==> config.mk <==
export PLATFORM = sky130hd
export DESIGN_NAME = zc_detect_top
export DESIGN_NICKNAME = d
export VERILOG_FILES = /design/src/rtl/zc_pkg.sv /design/src/rtl/zc_chan.sv /design/src/rtl/zc_detect_top.sv
export SDC_FILE = /design/constraint.sdc
export NUM_CORES = 1
export LEC_CHECK = 0
export BUFFER_PORTS_ARGS = -buffer_cell sky130_fd_sc_hd__buf_2
export CORE_MARGIN = 10
export CORE_UTILIZATION = 30
export CTS_CLUSTER_DIAMETER = 200
export DETAILED_ROUTE_END_ITERATION = 8
export PLACE_DENSITY_LB_ADDON = 0.15
export SLEW_MARGIN = 20
export SYNTH_ARGS = -nofsm -noshare
export SYNTH_HDL_FRONTEND = slang
export SYNTH_SLANG_ARGS = --single-unit
==> constraint.sdc <==
create_clock -name clk -period 3.49 [get_ports clk]
set_clock_uncertainty 0.1 [all_clocks]
set_input_delay 0.349 -clock clk [delete_from_list [all_inputs] [get_ports clk]]
set_output_delay 0.349 -clock clk [all_outputs]
set_load 0.005 [all_outputs]
==> src/rtl/zc_pkg.sv <==
package zc_pkg;
  localparam int DATA_W  = 32;
  localparam int WCODE_W = 2;
  localparam int NUM_CH  = 2;

  // Bit index of the sign for a width code: 7, 15, 23 or 31.
  function automatic int unsigned sign_pos(input logic [WCODE_W-1:0] code);
    return 8 * (int'(code) + 1) - 1;
  endfunction

  function automatic logic sample_sign(input logic [DATA_W-1:0] d,
                                       input logic [WCODE_W-1:0] code);
    return d[sign_pos(code)];
  endfunction

  // True when every bit inside the active width is zero.
  function automatic logic sample_zero(input logic [DATA_W-1:0] d,
                                       input logic [WCODE_W-1:0] code);
    logic [DATA_W-1:0] mask;
    mask = '0;
    for (int i = 0; i < DATA_W; i++)
      mask[i] = (i <= int'(sign_pos(code)));
    return (d & mask) == '0;
  endfunction
endpackage

==> src/rtl/zc_chan.sv <==
module zc_chan (
  input  logic clk,
  input  logic rst_n,
  input  logic en,
  input  logic hit,
  input  logic sgn,
  input  logic zro,
  input  logic clr,
  output logic flag
);
  logic armed_q;
  logic prev_q;
  logic flag_q;

  // Internal events brought out for checks.
  logic take;
  logic cross_ev;
  logic zero_ev;
  logic set_ev;

  assign take     = en && hit;
  assign cross_ev = take && armed_q && (sgn != prev_q);
  assign zero_ev  = take && zro;
  assign set_ev   = cross_ev || zero_ev;

  always_ff @(posedge clk) begin
    if (!rst_n) begin
      armed_q <= 1'b0;
      prev_q  <= 1'b0;
      flag_q  <= 1'b0;
    end else if (!en) begin
      armed_q <= 1'b0;
      flag_q  <= 1'b0;
    end else begin
      if (take) begin
        armed_q <= 1'b1;
        prev_q  <= sgn;
      end
      if (set_ev)   flag_q <= 1'b1;
      else if (clr) flag_q <= 1'b0;
    end
  end

  assign flag = flag_q;


  flag_off_when_disabled_chk: assert property (@(posedge clk) disable iff (!rst_n)
    !en |=> !flag);

  set_beats_clear_chk: assert property (@(posedge clk) disable iff (!rst_n)
    (set_ev && clr) |=> flag);

  clear_takes_chk: assert property (@(posedge clk) disable iff (!rst_n)
    (en && clr && !set_ev) |=> !flag);

  sticky_hold_chk: assert property (@(posedge clk) disable iff (!rst_n)
    (en && !clr && !set_ev) |=> $stable(flag));

  first_sample_arms_chk: assert property (@(posedge clk) disable iff (!rst_n)
    (take && !armed_q && !zro) |=> !$rose(flag));
endmodule

==> src/rtl/zc_detect_top.sv <==
module zc_detect_top
  import zc_pkg::*;
#(
  parameter int CH = NUM_CH
) (
  input  logic              clk,
  input  logic              rst_n,
  input  logic              smp_valid,
  input  logic              smp_chan,
  input  logic [31:0]       smp_data,
  input  logic [1:0]        width_code,
  input  logic [1:0]        det_en,
  input  logic [1:0]        irq_en,
  input  logic [1:0]        clr_w1,
  output logic [1:0]        zc_flag,
  output logic              zc_irq
);
  logic cur_sign;
  logic cur_zero;
  logic [CH-1:0] hit_vec;
  logic [CH-1:0] flag_vec;

  assign cur_sign = sample_sign(smp_data, width_code);
  assign cur_zero = sample_zero(smp_data, width_code);

  for (genvar k = 0; k < CH; k++) begin : g_ch
    assign hit_vec[k] = smp_valid && (int'(smp_chan) == k);
    zc_chan u_chan (
      .clk  (clk),
      .rst_n(rst_n),
      .en   (det_en[k]),
      .hit  (hit_vec[k]),
      .sgn  (cur_sign),
      .zro  (cur_zero),
      .clr  (clr_w1[k]),
      .flag (flag_vec[k])
    );
  end

  assign zc_flag = flag_vec;
  assign zc_irq  = |(flag_vec & irq_en);


  one_channel_hit_chk: assert property (@(posedge clk) disable iff (!rst_n)
    $onehot0(hit_vec));

  irq_needs_flag_chk: assert property (@(posedge clk) disable iff (!rst_n)
    zc_irq |-> (|zc_flag));

  reset_clean_chk: assert property (@(posedge clk)
    !rst_n |=> (zc_flag == 2'b00));
endmodule

==> impl_summary.log <==
INFO  metric final_weighted_congestion_in_routability_driven_placement = approximately 0.67
INFO  metric drt_pre_antenna_iters = 4
INFO  metric share_of_final_layout_standard_cells_stronger_than_drive_strength_1 = between 50 and 60%
INFO  metric groute.usage.overall = between 8 and 9%
INFO  metric setup-violations-final = 0
INFO  metric synth.area.top_cells = dfxtp_1, ha_1, xor2_1
INFO  metric numCtsBuffers = 3
INFO  metric grt_pass1_wl = between 2000 and 3000 µm
INFO  metric syn-instance-count = 60
INFO  metric worstSetupEndpointType = flip-flop
INFO  metric switching_share = 25.6%
INFO  metric setup-tns-final = 0 ns
INFO  metric initialDrtViolationCount = 16
INFO  metric postCtsResizedCells = 0
INFO  metric ir_worst_vdd = around 0.19 mV
INFO  metric grt_antenna_before_repair = 0
INFO  metric combPwrFrac = roughly 29%
INFO  metric port-buffer-count = 46
INFO  metric row_count = 15
INFO  metric boundaryPins = 47
INFO  metric final.fill_count = about 190
INFO  metric timing_max_transition_violations_final = 0
INFO  metric viasPerCell = between 4 and 5
INFO  metric yosysSeqAreaShare = about 23%
INFO  metric synth.top_cells.by_count = dfxtp_1, ha_1, nand2_1
INFO  metric die_width = about 62 µm
INFO  metric initial_cell_density_of_the_core = between 30% and 40%
INFO  metric largest_net_degree_at_the_start_of_global_routing = 6
INFO  metric seq_area = between 100 and 150 µm²
INFO  metric detail_route.drc_violations = 0
INFO  metric cp_data_arrival_time = approximately 1.8 ns
INFO  metric final_period_minus_worst_setup_slack = roughly 1.8 ns
INFO  metric cts_setup_buffers = 0
INFO  metric timing.critical_path.from_type = input port
INFO  metric final_min_period_over_clock_period = a little over 50%
INFO  metric max_cap_viol_count = 0
INFO  metric rsz0062_at_grt = false
INFO  metric grt_overflow = 0
INFO  metric power.internal = 141 µW
INFO  metric cp.required = approximately 3.5 ns
INFO  metric seqPwrFrac = a little under two fifths
INFO  metric setup.worst_path.class = input port to flip-flop
INFO  metric n_antenna_cell = 0
INFO  metric overall_routed_net_length = between 1500 and 2000 µm
INFO  metric fp.dieH = between 60 and 70 µm
INFO  metric areaGrowthSynthToFinish = 50.7%
INFO  metric synthesis.nets = 110
INFO  metric synth-edff-count = 0
INFO  metric p_total = 189 µW
INFO  metric clock_sink_count = 6
INFO  metric max-clock-path-buffers = 2
INFO  metric synthDistinctLibCells = 29
INFO  metric synthDominantCellAreaShare = between 20% and 30%
INFO  metric drt.antenna.violating_nets = 0
INFO  metric p_switching = around 48 µW
INFO  metric synthArstFlopShare = 0%
INFO  metric dp_hpwl = around 1500 µm
INFO  metric clockPowerShare = ~33%
INFO  metric cts.clk_slew.worst_paths = 0.04 ns
INFO  metric syn_area_per_cell = a little under 9 µm²
INFO  metric clock_tree.root_cell = clkbuf_4
INFO  metric multi_input_area = between 300 and 400 µm²
INFO  metric status = finished, final reports clean
INFO  metric final-hold-violation-count = 0
INFO  metric core_footprint = between 1500 and 2000 µm²
INFO  metric hold_path_class = input port to flip-flop
INFO  metric tritoncts = built
INFO  metric synthesized_area = 531 µm²
INFO  metric nNetsFinal = 159
INFO  metric yosys_warnings = 0
INFO  metric final_core_util = 46.8%
INFO  metric first_global_vias = roughly 640
INFO  metric achievable-frequency = about 560 MHz
INFO  metric cts-htree-levels = 1
INFO  metric leakage = between 0.4 and 0.5 nW
INFO  metric die-area = roughly 3900 µm²
INFO  metric yosys_top_cell_by_area = dfxtp_1
INFO  metric ys_seq_elements = 6
INFO  metric dr_total_vias = 607
INFO  metric postSynth.topFlopCell = dfxtp_1
INFO  metric wire_per_inst = approximately 12 µm
INFO  metric cellPowerDensity = between 200 and 250 nW/µm²
INFO  metric crit_fanout = 5
INFO  metric holdBufCountCts = 0
INFO  metric worstSkewPairLatency = approximately 0.24 ns
==> worst max-delay path, stage by stage <==
cell and delay, ns:
buf_2 0.13, inv_1 0.08, ha_1 0.33, mux4_2 0.56, xor2_1 0.17, nand3_1 0.09
o311ai_1 0.09
==> power by group through the flow <==
stage	Sequential, mW	Clock [mW]	Combinational, mW
6_report	0.0718	0.0630	0.0546
5_1_grt	0.0719	0.0688	0.0619
4_1_cts	0.0718	0.0652	0.0555
3_5_place_dp	0.0730	0	0.0552
3_3_place_gp	0.0730	0	0.0539
2_1_floorplan	0.0727	0	0.0253
==> flip-flops by register name, indices dropped and copies added (netlist names) <==
name	flops
g_ch.u_chan.armed_q	2
g_ch.u_chan.flag	2
g_ch.u_chan.prev_q	2
==> layer usage <==
metal,vias to the layer above,track usage [%],routed length [µm]
met5,-,0,0
li1,314,-,-
met1,264,8.52,595
met4,0,0.955,2
met3,2,5.28,178
met2,27,16.2,871
==> kinds of logic (layout without fill, tap and decap cells) <==
kind of cell,count (synthesis),count (layout),synth area share (%)
buffers and inverters,6,53,5.66
AO/OA/AOI/OAI,9,9,17.2
XOR/XNOR,3,3,4.95
adder cells (fa/ha/maj),6,6,14.2
multiplexers,2,2,6.13
flip-flops,6,6,22.6
other,1,1,0.707
AND/OR/NAND/NOR,27,27,28.5
==> layout make-up <==
class | instances | area share [%]
multi-input combinational | 48 | 47.6
timing repair buffer | 46 | 28.8
sequential | 6 | 15.0
tap | 25 | 3.91
clock buffer | 3 | 2.82
inverter | 4 | 1.88
==> placed cells by master (no fill, tap or decap), types with 2 or more instances in the layout <==
cell,count
nand4_1,2
nor4_1,4
nand3_1,5
xor2_1,3
ha_1,6
clkbuf_4,3
dfxtp_1,6
nor3_1,2
nor2_1,2
nand2_1,6
inv_1,4
buf_2,46
==> metrics by stage <==
stage | setup slack (ns) | instance area (µm²) | std cells | hold slack, ns
final | 1.71 | 800 | 132 | 0.229
after global routing | 1.63 | 800 | 132 | 0.241
after CTS | 1.70 | 800 | 132 | 0.230
after detailed placement | 1.45 | 777 | 129 | 0.358
after global placement | 1.48 | 777 | 129 | 0.350
after floorplan | 1.69 | 531 | 60 | 0.336
==> final timing paths <==
kind         slack [ns]  cells after the start                                start                             endpoint
max                1.71                      7                        width_code[0]     g_ch[1].u_chan.flag$_SDFFE_PN0P_
min                0.23                      2                            clr_w1[1]     g_ch[1].u_chan.flag$_SDFFE_PN0P_
max reg2reg        2.63                      3   g_ch[1].u_chan.prev_q$_SDFFE_PN0P_     g_ch[1].u_chan.flag$_SDFFE_PN0P_
min reg2reg        0.36                      1  g_ch[0].u_chan.armed_q$_SDFFE_PN0P_  g_ch[0].u_chan.armed_q$_SDFFE_PN0P_
No activity file was read; power rests on OpenSTA's default activity.
